### src/rtl/prio_intc_pkg.sv
package prio_intc_pkg;
  localparam int NUM_SRC  = 56;
  localparam int PRIO_W   = 4;
  localparam int DATA_W   = 32;
  localparam int ADDR_W   = 7;
  localparam int IDX_W    = $clog2(NUM_SRC);
  localparam int NUM_TGT  = 2;

  localparam int ADDR_THR = 64;
  localparam int ADDR_VEC = 66;
  localparam int ADDR_RAW = 68;

  localparam int CFG_PRIO_LSB = 0;
  localparam int CFG_TGT_BIT  = PRIO_W;
  localparam int CFG_POL_BIT  = PRIO_W + 1;
  localparam int CFG_SW_BIT   = PRIO_W + 2;
  localparam int CFG_W        = PRIO_W + 3;

  typedef enum logic [2:0] {
    RD_NONE,
    RD_CFG,
    RD_THR,
    RD_VEC,
    RD_RAW
  } rd_sel_e;

  typedef struct packed {
    logic               cfgWe;
    logic [IDX_W-1:0]   idx;
    logic [NUM_TGT-1:0] thrWe;
    rd_sel_e            rdSel;
    logic               sub;
  } strobe_t;
endpackage

### src/rtl/prio_intc_arbiter.sv
module prio_intc_arbiter
  import prio_intc_pkg::*;
#(
  parameter int N   = NUM_SRC,
  parameter int PW  = PRIO_W,
  parameter int IW  = IDX_W,
  parameter bit TGT = 1'b0
) (
  input  logic [N-1:0]    rawReq,
  input  logic [N*PW-1:0] prioFlat,
  input  logic [N-1:0]    tgtVec,
  input  logic [PW-1:0]   threshold,
  output logic            winValid,
  output logic [IW-1:0]   winIdx
);
  logic [PW-1:0] bestPrio;
  logic [IW-1:0] bestIdx;

  always_comb begin
    bestPrio = '0;
    bestIdx  = '0;
    for (int i = 0; i < N; i++) begin
      // strict compare keeps the earlier (lower) index on a tie
      if (rawReq[i] && (tgtVec[i] == TGT) &&
          (prioFlat[i*PW +: PW] > threshold) &&
          (prioFlat[i*PW +: PW] > bestPrio)) begin
        bestPrio = prioFlat[i*PW +: PW];
        bestIdx  = IW'(i);
      end
    end
  end

  assign winValid = (bestPrio != '0);
  assign winIdx   = bestIdx;
endmodule

### src/rtl/prio_intc_ctrl.sv
module prio_intc_ctrl
  import prio_intc_pkg::*;
#(
  parameter int N  = NUM_SRC,
  parameter int AW = ADDR_W
) (
  input  logic [AW-1:0] regAddr,
  input  logic          regWrEn,
  output strobe_t       stb
);
  logic isCfg;
  logic isThr;
  logic isVec;
  logic isRaw;

  assign isCfg = (int'(regAddr) < N);
  assign isThr = (int'(regAddr) >= ADDR_THR) && (int'(regAddr) < ADDR_THR + NUM_TGT);
  assign isVec = (int'(regAddr) >= ADDR_VEC) && (int'(regAddr) < ADDR_VEC + NUM_TGT);
  assign isRaw = (int'(regAddr) >= ADDR_RAW) && (int'(regAddr) < ADDR_RAW + 2);

  always_comb begin
    stb       = '0;
    stb.idx   = regAddr[IDX_W-1:0];
    stb.sub   = regAddr[0];
    stb.cfgWe = regWrEn && isCfg;
    for (int t = 0; t < NUM_TGT; t++) begin
      stb.thrWe[t] = regWrEn && (int'(regAddr) == ADDR_THR + t);
    end
    if (isCfg)      stb.rdSel = RD_CFG;
    else if (isThr) stb.rdSel = RD_THR;
    else if (isVec) stb.rdSel = RD_VEC;
    else if (isRaw) stb.rdSel = RD_RAW;
    else            stb.rdSel = RD_NONE;
  end
endmodule

### src/rtl/prio_intc_datapath.sv
module prio_intc_datapath
  import prio_intc_pkg::*;
#(
  parameter int N  = NUM_SRC,
  parameter int PW = PRIO_W,
  parameter int DW = DATA_W,
  parameter int IW = IDX_W
) (
  input  logic                  clk,
  input  logic                  rstN,
  input  logic [N-1:0]          irqIn,
  input  strobe_t               stb,
  input  logic [DW-1:0]         wrData,
  output logic [DW-1:0]         rdData,
  output logic [N-1:0]          rawReq,
  output logic [N*PW-1:0]       prioFlat,
  output logic [N-1:0]          tgtVec,
  output logic [NUM_TGT*PW-1:0] thrFlat,
  output logic [NUM_TGT-1:0]    vecValid,
  output logic [NUM_TGT*IW-1:0] vecIdx
);
  localparam int RAW_PAD_W = 2 * DW;

  logic [PW-1:0] prioQ [N];
  logic [N-1:0]  polQ;
  logic [N-1:0]  swQ;
  logic [PW-1:0] thrQ  [NUM_TGT];
  logic [IW-1:0] vIdxQ [NUM_TGT];
  logic [NUM_TGT-1:0] vValidQ;
  logic [RAW_PAD_W-1:0] rawPad;

  // per-line configuration storage
  for (genvar g = 0; g < N; g++) begin : gLine
    always_ff @(posedge clk or negedge rstN) begin
      if (!rstN) begin
        prioQ[g]  <= '0;
        tgtVec[g] <= 1'b0;
        polQ[g]   <= 1'b0;
        swQ[g]    <= 1'b0;
      end else if (stb.cfgWe && (stb.idx == IW'(g))) begin
        prioQ[g]  <= wrData[CFG_PRIO_LSB +: PW];
        tgtVec[g] <= wrData[CFG_TGT_BIT];
        polQ[g]   <= wrData[CFG_POL_BIT];
        swQ[g]    <= wrData[CFG_SW_BIT];
      end
    end
    assign prioFlat[g*PW +: PW] = prioQ[g];
  end

  assign rawReq = (irqIn ^ polQ) | swQ;
  assign rawPad = RAW_PAD_W'(rawReq);

  // per-target threshold, arbiter and vector register
  for (genvar t = 0; t < NUM_TGT; t++) begin : gTgt
    logic          winValid;
    logic [IW-1:0] winIdx;

    always_ff @(posedge clk or negedge rstN) begin
      if (!rstN)              thrQ[t] <= '0;
      else if (stb.thrWe[t])  thrQ[t] <= wrData[PW-1:0];
    end

    prio_intc_arbiter #(
      .N(N), .PW(PW), .IW(IW), .TGT(t[0])
    ) uArb (
      .rawReq   (rawReq),
      .prioFlat (prioFlat),
      .tgtVec   (tgtVec),
      .threshold(thrQ[t]),
      .winValid (winValid),
      .winIdx   (winIdx)
    );

    always_ff @(posedge clk or negedge rstN) begin
      if (!rstN) begin
        vValidQ[t] <= 1'b0;
        vIdxQ[t]   <= '0;
      end else begin
        vValidQ[t] <= winValid;
        vIdxQ[t]   <= winValid ? winIdx : '0;
      end
    end

    assign thrFlat[t*PW +: PW] = thrQ[t];
    assign vecIdx[t*IW +: IW]  = vIdxQ[t];
  end

  assign vecValid = vValidQ;

  // read mux
  always_comb begin
    rdData = '0;
    unique case (stb.rdSel)
      RD_CFG: begin
        rdData[CFG_PRIO_LSB +: PW] = prioQ[stb.idx];
        rdData[CFG_TGT_BIT]        = tgtVec[stb.idx];
        rdData[CFG_POL_BIT]        = polQ[stb.idx];
        rdData[CFG_SW_BIT]         = swQ[stb.idx];
      end
      RD_THR: rdData[PW-1:0] = thrQ[stb.sub];
      RD_VEC: begin
        rdData[DW-1]   = vValidQ[stb.sub];
        rdData[IW-1:0] = vIdxQ[stb.sub];
      end
      RD_RAW: rdData = stb.sub ? rawPad[RAW_PAD_W-1:DW] : rawPad[DW-1:0];
      default: rdData = '0;
    endcase
  end
endmodule

### src/rtl/prio_intc.sv
module prio_intc
  import prio_intc_pkg::*;
#(
  parameter int N  = NUM_SRC,
  parameter int PW = PRIO_W,
  parameter int DW = DATA_W,
  parameter int AW = ADDR_W
) (
  input  logic          clk,
  input  logic          rstN,
  input  logic [N-1:0]  irqIn,
  input  logic [AW-1:0] regAddr,
  input  logic          regWrEn,
  input  logic [DW-1:0] regWrData,
  output logic [DW-1:0] regRdData,
  output logic          fiqOut,
  output logic          irqOut
);
  localparam int IW = IDX_W;

  strobe_t                stb;
  logic [N-1:0]           rawReq;
  logic [N*PW-1:0]        prioFlat;
  logic [N-1:0]           tgtVec;
  logic [NUM_TGT*PW-1:0]  thrFlat;
  logic [NUM_TGT-1:0]     vecValid;
  logic [NUM_TGT*IW-1:0]  vecIdx;

  prio_intc_ctrl #(.N(N), .AW(AW)) uCtrl (
    .regAddr(regAddr),
    .regWrEn(regWrEn),
    .stb    (stb)
  );

  prio_intc_datapath #(.N(N), .PW(PW), .DW(DW), .IW(IW)) uDp (
    .clk     (clk),
    .rstN    (rstN),
    .irqIn   (irqIn),
    .stb     (stb),
    .wrData  (regWrData),
    .rdData  (regRdData),
    .rawReq  (rawReq),
    .prioFlat(prioFlat),
    .tgtVec  (tgtVec),
    .thrFlat (thrFlat),
    .vecValid(vecValid),
    .vecIdx  (vecIdx)
  );

  assign fiqOut = vecValid[0];
  assign irqOut = vecValid[1];
endmodule

### config.mk
export PLATFORM = sky130hd
export DESIGN_NAME = prio_intc
export DESIGN_NICKNAME = d
export VERILOG_FILES = /design/src/rtl/prio_intc_pkg.sv /design/src/rtl/prio_intc_arbiter.sv /design/src/rtl/prio_intc_ctrl.sv /design/src/rtl/prio_intc_datapath.sv /design/src/rtl/prio_intc.sv
export SDC_FILE = /design/constraint.sdc
export NUM_CORES = 2
export LEC_CHECK = 0
export BUFFER_PORTS_ARGS = -buffer_cell sky130_fd_sc_hd__buf_2
export CAP_MARGIN = 20
export CORE_ASPECT_RATIO = 1.4
export CORE_MARGIN = 2
export CORE_UTILIZATION = 35
export DETAILED_ROUTE_END_ITERATION = 7
export GPL_TIMING_DRIVEN = 0
export PLACE_DENSITY = 0.6
export SLEW_MARGIN = 20
export SYNTH_ARGS = -nofsm -noshare
export SYNTH_HDL_FRONTEND = slang
export SYNTH_SLANG_ARGS = --single-unit
### constraint.sdc
create_clock -name clk -period 83.6 [get_ports clk]
set_clock_uncertainty 0.2 [all_clocks]
set_input_delay 0 -clock clk [delete_from_list [all_inputs] [get_ports clk]]
set_output_delay 0 -clock clk [all_outputs]
set_load 0.01 [all_outputs]
==> summary.txt <==
Synth
  • Sequential area share after synthesis: about a fifth
  • Syn Area/Cell: a little under 9 sq um
  • Mapped Nets: 6949
  • Synth warn: 0
  • Async SR Flop Fraction: 100%
  • Top cell type's share of synthesized area: a little under a fifth
  • Top area cells in the synthesized netlist: dfrtp_1, ha_1, mux2_2
  • Most used DFF post-synth: dfrtp_1
  • Post-synth EDFFs: 0
  • Syn Inst Count: approximately 6000
  • Yosys cell types: ~150
  • Biggest area consumer among synthesized cells: dfrtp_1
  • Yosys reg bits: 414
  • Synth Cell Area: between 50000 and 60000 sq um

Global routing
  • Largest net degree at the start of global routing: 95
  • Initial antenna violation count: 15
  • GRT Total Usage: a little under a third
  • GRT overflow: 0
  • Routing usage on met2: about half
  • First-pass GRT wire length: between 300 and 400 mm
  • GR met1 Demand/Resource: roughly 34%
  • Met3 Use GR: 4.17%
  • GRT busiest layer: met2
  • Number of global-route vias before repair: 55500

Timing
  • Unrepaired setup endpoints after global routing: yes
  • Fin crit share: 104%
  • Hold Fails Final Rpt: 0
  • Highest clock rate: about 0.012 GHz
  • Worst Max-Slew Pin Slew: around 1.3 ns
  • Slew HR: approximately an eighth
  • Final min period: about 87 ns
  • Final slew viol count: 0
  • Setup violators final: 14
  • Min setup slack post-route: -3.23 ns

Floorplanning
  • IO Count: ~130
  • Initial core utilization: between 30% and 40%
  • Num rows: 170
  • Core area: 153000 sq um
  • Die extent in x: approximately 340 um
  • Die height: roughly 470 um
  • Die area: ~160000 sq um

Placed design
  • Placed Cells: around 8300
  • Port Buffers: a little under 100
  • Detail Placement HPWL: 184 mm
  • Gpl congestion: ~1

Worst setup path
  • Nature of the critical path endpoint: register
  • Critical path fanouts, max: 8
  • Crit start category: register
  • Max stage delay cell, worst path: or4_4
  • Data arrival time of the critical path: around 87 ns
  • Launch point of the worst path: uDp.thrFlat[1]$_DFFE_PN0P_
  • WP buf/inv: 65
  • WS Path Type: reg2reg
  • Crit path top cell by count: ha_1
  • Worst Path Required: 83.92 ns
  • Delay-heaviest family, CP: compound AO/OA/AOI/OAI gates
  • Worst r2r src: uDp.thrFlat[1]$_DFFE_PN0P_
  • Max incr delay on CP: approximately 0.52 ns

Final layout
  • Fin nets: between 7000 and 8000
  • Area delta synth->final: 30.5%
  • Commonest cells after routing, fill and taps aside: ha_1, buf_4, dfrtp_1
  • Non-Filler Instances: around 9000
  • Layout cells sized above 1: a little over a third
  • Filler cells: 14300
  • Commonest non-fill, non-tap cell in the layout: ha_1

CTS
  • Total CTS buffers: 42
  • Maximum clock insertion buffer count: 3
  • Clock Latency Late Sink: 0.65 ns
  • Htree depth: 2
  • Clk pin slew, worst setup/hold paths: 0.07 ns
  • # clock sinks: 414
  • Clock tree from TritonCTS: done
  • Clock root buffer: clkbuf_16

Detailed routing
  • Drt first-iter violations: between 4000 and 5000
  • Final wirelength: ~250 mm
  • Routed WL per cell: about 28 um
  • Antenna Violating Nets Remaining: 0
  • Drt via density: 6.23
  • First-pass iteration count of the detailed router: 6
  • Vias: 56100
  • Number of remaining DRC errors: 0

Run
  • Max Cap Viol: 0

Status
  • Failing checks: negative setup slack
  • Outcome: complete, but fails checks

Hold path
  • Hold path start: regWrData[0]
  • Worst hold path type: in2reg
==> flip-flops by register name, indices dropped and copies added (netlist names) <==
signal	flops
uDp.vecValid	2
uDp.vecIdx	12
uDp.tgtVec	56
uDp.prioFlat	224
uDp.thrFlat	8
uDp.swQ	56
uDp.polQ	56
==> cells in the mapped netlist, types with 18 or more instances <==
master     count
ha_1         784
mux2_2       485
dfrtp_1      414
nand2_1      412
inv_1        402
o21ai_0      381
nor2_1       334
a21oi_1      310
nand3_1      157
nor2b_1      155
nand2b_1     150
a21o_1       123
nor3_1       120
mux2i_1      119
mux4_2       119
clkbuf_1     113
nand4_1      107
o21a_1        89
o211ai_1      68
a31oi_1       64
and3_1        64
xnor2_1       55
a211oi_1      53
and2_1        50
xor2_1        50
or3_1         46
a41o_1        39
or2_2         39
a41oi_1       31
o31ai_1       28
o2111ai_1     25
buf_1         24
maj3_1        23
o21ai_1       23
buf_6         22
nor4_1        22
o22ai_1       21
a211o_1       20
a21boi_0      20
o211a_1       20
o221ai_1      20
buf_2         18
==> logic make-up (layout without fill, tap and decap cells) <==
family,after synthesis,after routing,share of synthesized area (%)
multiplexers,732,732,17.5
adder cells (fa/ha/maj),808,808,18.6
AND/OR/NAND/NOR,1775,1775,17.0
XOR/XNOR,106,106,1.73
flip-flops,414,414,19.2
AO/OA/AOI/OAI,1632,1632,21.4
other,0,14,0
buffers and inverters,600,1465,4.66
==> final timing paths <==
kind,end,slack [ns],cells after the start
setup / recovery,uDp.vecIdx[4]$_DFF_PN0_,-3.23,464
min in group asynchronous,uDp.prioFlat[146]$_DFFE_PN0P_,0.34,4
hold / removal,uDp.prioFlat[104]$_DFFE_PN0P_,0.06,2
setup reg to reg,uDp.vecIdx[4]$_DFF_PN0_,-3.23,464
max in group asynchronous,uDp.prioFlat[80]$_DFFE_PN0P_,81.92,5
hold reg to reg,uDp.swQ[4]$_DFFE_PN0P_,0.33,1
==> cell type report <==
| class | instances | area [sq um] | area share, % |
|---|---|---|---|
| timing repair inverter | 2 | 17.5 | 0.0248 |
| multi-input combinational | 5053 | 47100 | 66.7 |
| timing repair buffer | 791 | 6310 | 8.94 |
| clock inverter | 19 | 240 | 0.340 |
| antenna | 14 | 35.0 | 0.0497 |
| buffer | 193 | 1160 | 1.64 |
| clock buffer | 57 | 1170 | 1.65 |
| inverter | 403 | 1580 | 2.24 |
| sequential | 414 | 10400 | 14.7 |
| tap | 2064 | 2580 | 3.66 |
==> worst reg2reg max path: cells and delay by family, from the launching register on <==
family | cells | cell delay, ns
and+or+nand+nor | 123 | 19.40
adders and majority gates | 60 | 15.82
AOI/OAI and AO/OA | 177 | 32.32
muxes | 39 | 11.36
DFF | 1 | 0.40
buffers and inverters | 65 | 7.22
==> what timing repair did <==
item | 4_1_cts | 5_1_grt
setup buffers | 538 | 102
setup endpoints to repair | 14 | 14
hold buffers | 16 | 0
cloned | 6 | 0
pin swaps | 423 | 258
gates resized for setup | 900 | 212
hold endpoints to repair | 438 | 0
==> per-stage QoR <==
step                instance area [sq um]  hold WS (ns)  util, %  worst slack [ns]  setup TNS, ns
finish                              70600        0.0571     46.0             -3.23         -44.08
global route                        70500        0.0304     46.0             -7.08         -97.22
CTS                                 68600        0.0228     44.8             -1.70         -22.97
detailed placement                  58500        -0.226     38.1            -15.63        -208.55
global placement                    57700         0.297     37.6            -16.56        -221.13
floorplan                           54600        -0.496        -           0.00298              0
==> per-layer routing <==
layer  part of all wire, %  vias up
met5                 0.017        -
met4                   9.1        6
met3                   6.6      942
met2                    47     2599
met1                    37    27800
li1                      -    24700
Power is not shown: default switching activity piles up to over one toggle a cycle in this logic, so the estimate is an artifact.
